--- config.mk ---
export PLATFORM = sky130hd
export DESIGN_NAME = hbridge_deadtime_ctrl
export DESIGN_NICKNAME = d
export VERILOG_FILES = /design/src/rtl/hbdt_pkg.sv /design/src/rtl/hbdt_sync.sv /design/src/rtl/hbdt_pulse_filter.sv /design/src/rtl/hbdt_leg.sv /design/src/rtl/hbridge_deadtime_ctrl.sv
export SDC_FILE = /design/constraint.sdc
export NUM_CORES = 1
export LEC_CHECK = 0
export BUFFER_PORTS_ARGS = -buffer_cell sky130_fd_sc_hd__buf_4
export CORE_UTILIZATION = 52
export CTS_CLUSTER_DIAMETER = 80
export CTS_CLUSTER_SIZE = 28
export DETAILED_ROUTE_END_ITERATION = 12
export PLACE_DENSITY = 0.77
export SYNTH_ARGS = -nofsm -noshare
export SYNTH_HDL_FRONTEND = slang
export SYNTH_SLANG_ARGS = --single-unit
--- constraint.sdc ---
create_clock -name clk -period 5.1 [get_ports clk]
set_input_delay 0.255 -clock clk [delete_from_list [all_inputs] [get_ports clk]]
set_output_delay 0.255 -clock clk [all_outputs]
set_load 0.01 [all_outputs]
--- src/rtl/hbdt_pkg.sv ---
package hbdt_pkg;

    // Release sequencer states.
    typedef enum logic [1:0] {
        SEQ_BLOCKED = 2'd0,
        SEQ_REFRESH = 2'd1,
        SEQ_RUN     = 2'd2
    } seq_e;

endpackage

--- src/rtl/hbdt_sync.sv ---
module hbdt_sync #(
    parameter int W = 1
) (
    input  logic         clk,
    input  logic         rst_n,
    input  logic [W-1:0] d,
    output logic [W-1:0] q
);

    typedef struct packed {
        logic [W-1:0] s1;
        logic [W-1:0] s2;
    } sync_st_t;

    sync_st_t st_d, st_q;

    always_comb begin
        st_d    = st_q;
        st_d.s1 = d;
        st_d.s2 = st_q.s1;
    end

    always_ff @(posedge clk or negedge rst_n) begin
        if (!rst_n) st_q <= '0;
        else        st_q <= st_d;
    end

    assign q = st_q.s2;

endmodule

--- src/rtl/hbdt_pulse_filter.sv ---
module hbdt_pulse_filter #(
    parameter int CW = 4
) (
    input  logic          clk,
    input  logic          rst_n,
    input  logic          s,
    input  logic [CW-1:0] minpw,
    output logic          f
);

    typedef struct packed {
        logic          filt;
        logic [CW-1:0] cnt;
    } flt_st_t;

    flt_st_t     st_d, st_q;
    logic [CW:0] cnt_nxt;

    always_comb begin
        st_d    = st_q;
        cnt_nxt = {1'b0, st_q.cnt} + 1'b1;
        if (s != st_q.filt) begin
            if (cnt_nxt >= {1'b0, minpw}) begin
                st_d.filt = s;
                st_d.cnt  = '0;
            end else begin
                st_d.cnt = cnt_nxt[CW-1:0];
            end
        end else begin
            st_d.cnt = '0;
        end
    end

    always_ff @(posedge clk or negedge rst_n) begin
        if (!rst_n) st_q <= '0;
        else        st_q <= st_d;
    end

    assign f = st_q.filt;

    // the filtered level only moves after the input disagreed with it.
    a_r11_filter_follows_input: assert property (@(posedge clk) disable iff (!rst_n)
        (st_q.filt != $past(st_q.filt)) |-> ($past(s) != $past(st_q.filt)));

endmodule

--- src/rtl/hbdt_leg.sv ---
module hbdt_leg #(
    parameter int CW = 4
) (
    input  logic          clk,
    input  logic          rst_n,
    input  logic          lo_f,
    input  logic          hi_f,
    input  logic          hs_uv,
    input  logic          blk,
    input  logic          refresh,
    input  logic          hs_hold,
    input  logic [CW-1:0] dead,
    output logic          lo_on,
    output logic          hi_on
);

    typedef struct packed {
        logic          on;
        logic [CW-1:0] cnt;
    } chan_t;

    typedef struct packed {
        chan_t lo;
        chan_t hi;
    } leg_st_t;

    leg_st_t st_d, st_q;
    logic    want_lo, want_hi;

    // Off at once; on only after the count reaches the dead time and the
    // opposite switch of the leg is off.
    function automatic chan_t advance(chan_t cur, logic want, logic opp_on,
                                      logic [CW-1:0] lim);
        chan_t nxt;
        nxt = cur;
        if (!want) begin
            nxt.on  = 1'b0;
            nxt.cnt = '0;
        end else if (!cur.on) begin
            if (cur.cnt >= lim) begin
                if (!opp_on) nxt.on = 1'b1;
            end else begin
                nxt.cnt = cur.cnt + 1'b1;
            end
        end
        return nxt;
    endfunction

    always_comb begin
        want_lo = !blk && (refresh || lo_f);
        want_hi = !blk && !hs_hold && !lo_f && hi_f && !hs_uv;
        st_d    = st_q;
        st_d.lo = advance(st_q.lo, want_lo, st_q.hi.on, dead);
        st_d.hi = advance(st_q.hi, want_hi, st_q.lo.on, dead);
    end

    always_ff @(posedge clk or negedge rst_n) begin
        if (!rst_n) st_q <= '0;
        else        st_q <= st_d;
    end

    assign lo_on = st_q.lo.on;
    assign hi_on = st_q.hi.on;


    a_r3_no_overlap: assert property (@(posedge clk) disable iff (!rst_n)
        !(lo_on && hi_on));

    // a switch turns on only after its partner was off a cycle earlier.
    a_r6_hi_after_lo_off: assert property (@(posedge clk) disable iff (!rst_n)
        $rose(hi_on) |-> $past(!lo_on));
    a_r6_lo_after_hi_off: assert property (@(posedge clk) disable iff (!rst_n)
        $rose(lo_on) |-> $past(!hi_on));

    // a global block clears both outputs on the next edge.
    a_r1_block_clears: assert property (@(posedge clk) disable iff (!rst_n)
        blk |=> (!lo_on && !hi_on));


    a_r5_hs_uv_holds_high: assert property (@(posedge clk) disable iff (!rst_n)
        (hs_uv && !lo_f) |=> !hi_on);

endmodule

--- src/rtl/hbridge_deadtime_ctrl.sv ---
module hbridge_deadtime_ctrl
    import hbdt_pkg::*;
#(
    parameter int N_LEGS      = 2,
    parameter int CNT_W       = 4,
    parameter int DEF_DEAD    = 3,
    parameter int DEF_REFRESH = 6,
    parameter int DEF_MINPW   = 2
) (
    input  logic              clk,
    input  logic              rst_n,
    input  logic [N_LEGS-1:0] lo_cmd,
    input  logic [N_LEGS-1:0] hi_cmd,
    input  logic              disable_in,
    input  logic              supply_uv,
    input  logic [N_LEGS-1:0] hs_uv,
    input  logic [CNT_W-1:0]  dead_cfg,
    input  logic [CNT_W-1:0]  refresh_cfg,
    input  logic [CNT_W-1:0]  minpw_cfg,
    output logic [N_LEGS-1:0] lo_gate,
    output logic [N_LEGS-1:0] hi_gate
);

    localparam int SYNC_W = 3 * N_LEGS + 2;
    localparam logic [CNT_W-1:0] ONE = CNT_W'(1);

    typedef struct packed {
        seq_e             seq;
        logic [CNT_W-1:0] rcnt;
        logic [CNT_W-1:0] dead;
        logic [CNT_W-1:0] refr;
        logic [CNT_W-1:0] minpw;
    } top_st_t;

    top_st_t st_d, st_q;

    logic [SYNC_W-1:0] sync_in, sync_out;
    logic [N_LEGS-1:0] lo_s, hi_s, hs_uv_s;
    logic              dis_s, vuv_s, blk;
    logic [CNT_W-1:0]  dead_eff, refr_eff, minpw_eff;
    logic              refresh, hs_hold;

    assign sync_in = {lo_cmd, hi_cmd, hs_uv, disable_in, supply_uv};

    hbdt_sync #(.W(SYNC_W)) u_sync (
        .clk   (clk),
        .rst_n (rst_n),
        .d     (sync_in),
        .q     (sync_out)
    );

    assign {lo_s, hi_s, hs_uv_s, dis_s, vuv_s} = sync_out;
    assign blk = dis_s | vuv_s;

    assign dead_eff  = (st_q.dead  == '0) ? ONE : st_q.dead;
    assign refr_eff  = (st_q.refr  == '0) ? ONE : st_q.refr;
    assign minpw_eff = (st_q.minpw == '0) ? ONE : st_q.minpw;

    assign refresh = (st_q.seq == SEQ_REFRESH);
    assign hs_hold = (st_q.seq != SEQ_RUN);

    always_comb begin
        st_d       = st_q;
        st_d.dead  = dead_cfg;
        st_d.refr  = refresh_cfg;
        st_d.minpw = minpw_cfg;
        case (st_q.seq)
            SEQ_BLOCKED: begin
                if (!blk) begin
                    st_d.seq  = SEQ_REFRESH;
                    st_d.rcnt = '0;
                end
            end
            SEQ_REFRESH: begin
                if (blk) begin
                    st_d.seq  = SEQ_BLOCKED;
                    st_d.rcnt = '0;
                end else if ({1'b0, st_q.rcnt} + 1'b1 >= {1'b0, refr_eff}) begin
                    st_d.seq  = SEQ_RUN;
                    st_d.rcnt = '0;
                end else begin
                    st_d.rcnt = st_q.rcnt + 1'b1;
                end
            end
            SEQ_RUN: begin
                if (blk) st_d.seq = SEQ_BLOCKED;
            end
            default: begin
                st_d.seq  = SEQ_BLOCKED;
                st_d.rcnt = '0;
            end
        endcase
    end

    always_ff @(posedge clk or negedge rst_n) begin
        if (!rst_n) begin
            st_q.seq   <= SEQ_REFRESH;
            st_q.rcnt  <= '0;
            st_q.dead  <= CNT_W'(DEF_DEAD);
            st_q.refr  <= CNT_W'(DEF_REFRESH);
            st_q.minpw <= CNT_W'(DEF_MINPW);
        end else begin
            st_q <= st_d;
        end
    end

    for (genvar g = 0; g < N_LEGS; g++) begin : g_leg
        logic lo_f, hi_f;

        hbdt_pulse_filter #(.CW(CNT_W)) u_flt_lo (
            .clk   (clk),
            .rst_n (rst_n),
            .s     (lo_s[g]),
            .minpw (minpw_eff),
            .f     (lo_f)
        );

        hbdt_pulse_filter #(.CW(CNT_W)) u_flt_hi (
            .clk   (clk),
            .rst_n (rst_n),
            .s     (hi_s[g]),
            .minpw (minpw_eff),
            .f     (hi_f)
        );

        hbdt_leg #(.CW(CNT_W)) u_leg (
            .clk     (clk),
            .rst_n   (rst_n),
            .lo_f    (lo_f),
            .hi_f    (hi_f),
            .hs_uv   (hs_uv_s[g]),
            .blk     (blk),
            .refresh (refresh),
            .hs_hold (hs_hold),
            .dead    (dead_eff),
            .lo_on   (lo_gate[g]),
            .hi_on   (hi_gate[g])
        );
    end

    // no high-side drive until the refresh window has closed.
    a_r9_high_held_until_run: assert property (@(posedge clk) disable iff (!rst_n)
        (st_q.seq != SEQ_RUN) |=> (hi_gate == '0));

    // a refresh window only follows a blocked state or reset.
    a_r9_refresh_entry: assert property (@(posedge clk) disable iff (!rst_n)
        $rose(st_q.seq == SEQ_REFRESH) |-> ($past(st_q.seq) == SEQ_BLOCKED));

endmodule

# == Yosys cells after proc, flatten, opt, wreduce, memory -nomap -nowiden ==
# Index checks and enable logic that the tools add are counted.
# W data, S select, Z words.
# word_totals
ff_bits,74
inputBits,22
wordCells,131
# classes
n_addsub,10
n_lt_le_gt_ge,9
n_eq_ne,18
mux,38
bitwise,2
n_reduce_logical,31
# op_table
operator,count
$mux W4,16
$mux W5,8
$add A4 B1 Y5 const B,5
$ge A5 B4 Y1,5
$add A4 B1 Y4 const B,5
$ne A2 B2 Y1 const B,10
$reduce_and A2 Y1,9
$ge A4 B4 Y1,4
$logic_not A4 Y1,3
$mux W6,2
$pmux W4 S3,1
$logic_and A1 B1 Y1,9
$mux W1,8
$logic_not A1 Y1,6
$pmux W2 S3,1
$mux W2,2
$ne A1 B1 Y1,4
$ne A3 B2 Y1 const B,1
$reduce_and A3 Y1,1
$eq A2 B1 Y1 const B,1
$eq A2 B2 Y1 const B,1
$logic_not A2 Y1,1
$logic_or A1 B1 Y1,2
$ne A2 B1 Y1 const B,1
other kinds (2),2

# == Longest topological paths before layout ==
# depth
word_depth,8
mapped_depth,8
mapped_depth_nobuf,8

# == Cells and area by module ==
# Synthesis repeated with hierarchy kept, for this count alone.
# hier_totals
cells_unflattened,344
area_unflattened_um2,3851.2
# by_module_without_submodules
module,n_inst,cells_per_inst,area_per_inst_um2,seq_area_each_um2
hbdt_leg,2,70,691.9,250.2
hbdt_pulse_filter,4,30,310.3,125.1
hbridge_deadtime_ctrl,1,68,825.8,457.9
hbdt_sync,1,16,400.4,400.4

# == Worst setup path after synthesis ==
# OpenSTA, ideal clock, no wires.
# synth_path
kind,register -> register
start,register st_q[6] (netlist bit)
end,register st_q[12] (netlist bit)
setup_ns,0.065
t_arrival_ns,1.962
setup_slack_ns,3.073
stages_incl_launch_ff,9
path_buffers,0
synth_period_minus_slack_ns,2.027
cell_sequence,dfstp_2 -> inv_1 -> a31o_2 -> ha_1 -> nand2b_1 -> a211oi_1 -> o211ai_1 -> a31oi_1 -> mux2_2
# synth_via
elab_chain_len,6
# synth_rtl
item,line_no,text
from (decl),hbridge_deadtime_ctrl.sv:35,"top_st_t st_d, st_q;"
from (signal assigned),hbridge_deadtime_ctrl.sv:103,st_q <= st_d;
$logic_not A4 Y1,hbridge_deadtime_ctrl.sv:56,assign refr_eff = (st_q.refr == '0) ? ONE : st_q.refr;
$mux W4 *,hbridge_deadtime_ctrl.sv:56,
$ge A5 B4 Y1 *,hbridge_deadtime_ctrl.sv:78,"end else if ({1'b0, st_q.rcnt} + 1'b1 >= {1'b0, refr_eff}) begin"
$mux W4 *,hbridge_deadtime_ctrl.sv:78,
$mux W6 *,hbridge_deadtime_ctrl.sv:75,if (blk) begin
$pmux W4 S3 *,hbridge_deadtime_ctrl.sv:67,case (st_q.seq)
# Every way passes the cells marked *; elsewhere a longest branch is shown, timed or not.
# A chain may end at the register's enable or synchronous reset.

# == Final worst setup path ==
# Same ends and word-level chain as after synthesis.

==> out/qor.yml <==
global_routing:
  grt_overflow: 0
  grt_pass1_wl_um: 10300
  grt_antenna_before_repair: 0
  grt_start_max_net_pins: 75
  grtUsageTotal: 0.185
  grt_pass1_vias: 2410
job:
  cap_violations: 0
synthesis:
  synth_edf_count: 0
  syn_area_mm2: 0.00362
  post_synth_num_cell_types: 32
  synth_fp_nets: 381
  syn_avg_cell_area_um2: 11.5
  ys_ff_latch: 74
  syn_inst: 314
  yosys_most_used_dff: "dfrtp_1"
  yosysSeqAreaShare: 0.513
  ys_warn_count: 0
  synthArstFlopShare: 1.00
sta:
  relSlewSlack: 0.403
  grt_setup_unrepaired: "false"
  fmax_mhz: 451
  finalSetupViolations: 0
  period_minus_slack_ps: 2220
  fin_crit_sh: 0.435
  hold_viol_final: 0
  fin_skew_ps: 9.61
  worst_slew_pin_slew_ps: 896
  maxSlewViolCount: 0
  fin_setup_tns_ps: 0
clock_tree:
  cts.sinks: 74
  cts_hold_buf: 18
  cts_resized: 0
  clock_latency_ps: 350
  numCtsBuffers: 9
  cts-root-buf: "clkbuf_8"
  post_cts_buffers: 0
  clk_pin_slew_ps: 80
  cts.path.max_buffers: 2
  htree_num_levels: 3
  tritoncts: "done"
outcome:
  status: "finished clean"
die:
  pin_count: 26
  dieHeight_um: 85.4
  start_util: 0.536
  die_area_mm2: 0.00730
  rows: 30
  core_area_mm2: 0.00676
  die_w_um: 85.4
route:
  wire_per_inst_um: 13.3
  via_per_inst: 5.32
  drtAntennaViolNets: 0
  vias: 2396
  first_pass_iters: 4
  drcViolationCount: 0
  wirelength_um: 5980
  drtIter0Drc: 61
critical_path:
  r2r_end: "st_q[12]$_DFFE_PN0P_"
  cpMaxStageDelayCell: "dfstp_2"
  required_ps: 5390
  end_kind: "flop"
  ff2ff_setup_slack_ps: 2880
  max_stage_delay_ps: 520
  crit_type: "flop to flop"
  worstRegToRegCells: 8
  cp.arrival_ps: 2510
  r2r-start: "st_q[6]$_DFF_PN1_"
  crit_chain: "inv_1, a31o_2, ha_1, nand2b_1, a211oi_1, o211ai_1, a31oi_1, mux2_2"
  start_kind: "flop"
  worstPathMaxFanout: 5
final_layout:
  final_cell_mix: "dfrtp_1 (68), ha_1 (45), inv_1 (25), buf_4 (25), o21ai_0 (23)"
  finalNetCount: 432
  instances_no_fill: 450
  design_area_mm2: 0.00425
  layout-drive-gt1-share: 0.170
  areaGrowthSynthToFinish_pct: 17.3
  num_antenna_cells: 0
  final_common_cell: "dfrtp_1"
power:
  ir_worst_vdd_mv: 0.204
  power.leakage_nw: 2.04
  p_per_area_mw_per_mm2: 336
placement:
  io_buffers: 25
  place_congestion: 0.720
  placedCellCount: 415
  dp_hpwl_um: 4210
  post_dp_cell_area_mm2: 0.00388
worst_hold_path:
  hp-class: "primary input to async pin"
[final cells by class]
class | instances | area (um^2)
Clock buffer | 10 | 128
Clock inverter | 6 | 50.0
Fill cell | 520 | 2510
Inverter | 25 | 93.8
Multi-Input combinational cell | 211 | 1640
Sequential cell | 74 | 1860
Tap cell | 80 | 100
Timing Repair Buffer | 44 | 378
[stage by stage]
stage / power (mW) / hold WS [ps] / setup slack (ps) / utilization
floorplan: 0.926 / -40.6 / 3070 / -
global placement: 0.999 / 333 / 2980 / 0.574
detailed placement: 1.02 / 335 / 2910 / 0.574
CTS: 1.45 / 0.201 / 2880 / 0.627
global route: 1.53 / 2.97 / 2700 / 0.629
finish: 1.43 / 8.43 / 2880 / 0.629
[layer usage]
layer,vias up,track usage,wire [um]
li1,1200,-,-
met3,11,0.0632,231
met1,1144,0.220,2710
met2,41,0.312,2940
met5,-,0,0
met4,0,0.0667,89
[worst max path at each step]
stage,cells after the start,from,to
4_1_cts,8,st_q[6]$_DFF_PN1_,st_q[12]$_DFFE_PN0P_
6_report,8,st_q[6]$_DFF_PN1_,st_q[12]$_DFFE_PN0P_
3_3_place_gp,8,st_q[6]$_DFF_PN1_,st_q[12]$_DFFE_PN0P_
3_5_place_dp,8,st_q[6]$_DFF_PN1_,st_q[12]$_DFFE_PN0P_
2_1_floorplan,8,st_q[6]$_DFF_PN1_,st_q[12]$_DFFE_PN0P_
5_1_grt,8,st_q[1]$_DFF_PN1_,g_leg[0].u_flt_hi.st_q[2]$_DFF_PN0_
[worst max-delay path: cells and delay by family (launching register included)]
kind,cells,cell delay (ps)
flip-flops,1,520
buffers and inverters,1,50
AND/OR/NAND/NOR,1,140
multiplexers,1,220
AO/OA/AOI/OAI,4,970
adder cells (fa/ha/maj),1,260
[power breakdown]
part	switching [mW]	internal (mW)
clock	0.227	0.182
sequential	0.0539	0.652
combinational	0.162	0.151
[cells in the mapped netlist (all sizes together), types with 3 or more instances]
cell | n | share of area
dfrtp | 68 | 0.47
ha | 45 | 0.16
inv | 25 | 0.026
o21ai | 23 | 0.032
nor2 | 20 | 0.021
a21oi | 13 | 0.022
nor2b | 13 | 0.022
nand2b | 11 | 0.019
nand3 | 11 | 0.015
a211oi | 9 | 0.024
xnor2 | 9 | 0.022
or3 | 8 | 0.014
xor2 | 8 | 0.019
dfstp | 6 | 0.044
a31oi | 5 | 0.0086
mux2 | 5 | 0.016
nor4 | 5 | 0.0086
or2 | 5 | 0.0086
buf | 4 | 0.0083
mux2i | 4 | 0.011
nor3b | 4 | 0.0083
a31o | 3 | 0.0073
[registers in the layout, indices dropped and copies added, names as in the netlist]
register,cells
u_sync.st_d,8
g_leg.u_leg.hi_on,2
st_q,18
g_leg.u_leg.st_q,16
g_leg.u_flt_hi.st_q,8
g_leg.u_flt_lo.f,2
u_sync.q,8
g_leg.u_flt_hi.f,2
g_leg.u_flt_lo.st_q,8
g_leg.u_leg.lo_on,2
[kinds of logic after synthesis]
kind of cell,count (synthesis),share of synthesized area
adder cells (fa/ha/maj),45,0.155
AO/OA/AOI/OAI,58,0.105
multiplexers,9,0.0266
XOR/XNOR,17,0.0411
AND/OR/NAND/NOR,82,0.124
buffers and inverters,29,0.0342
flip-flops,74,0.513
Power figures use the tool's default switching activity.
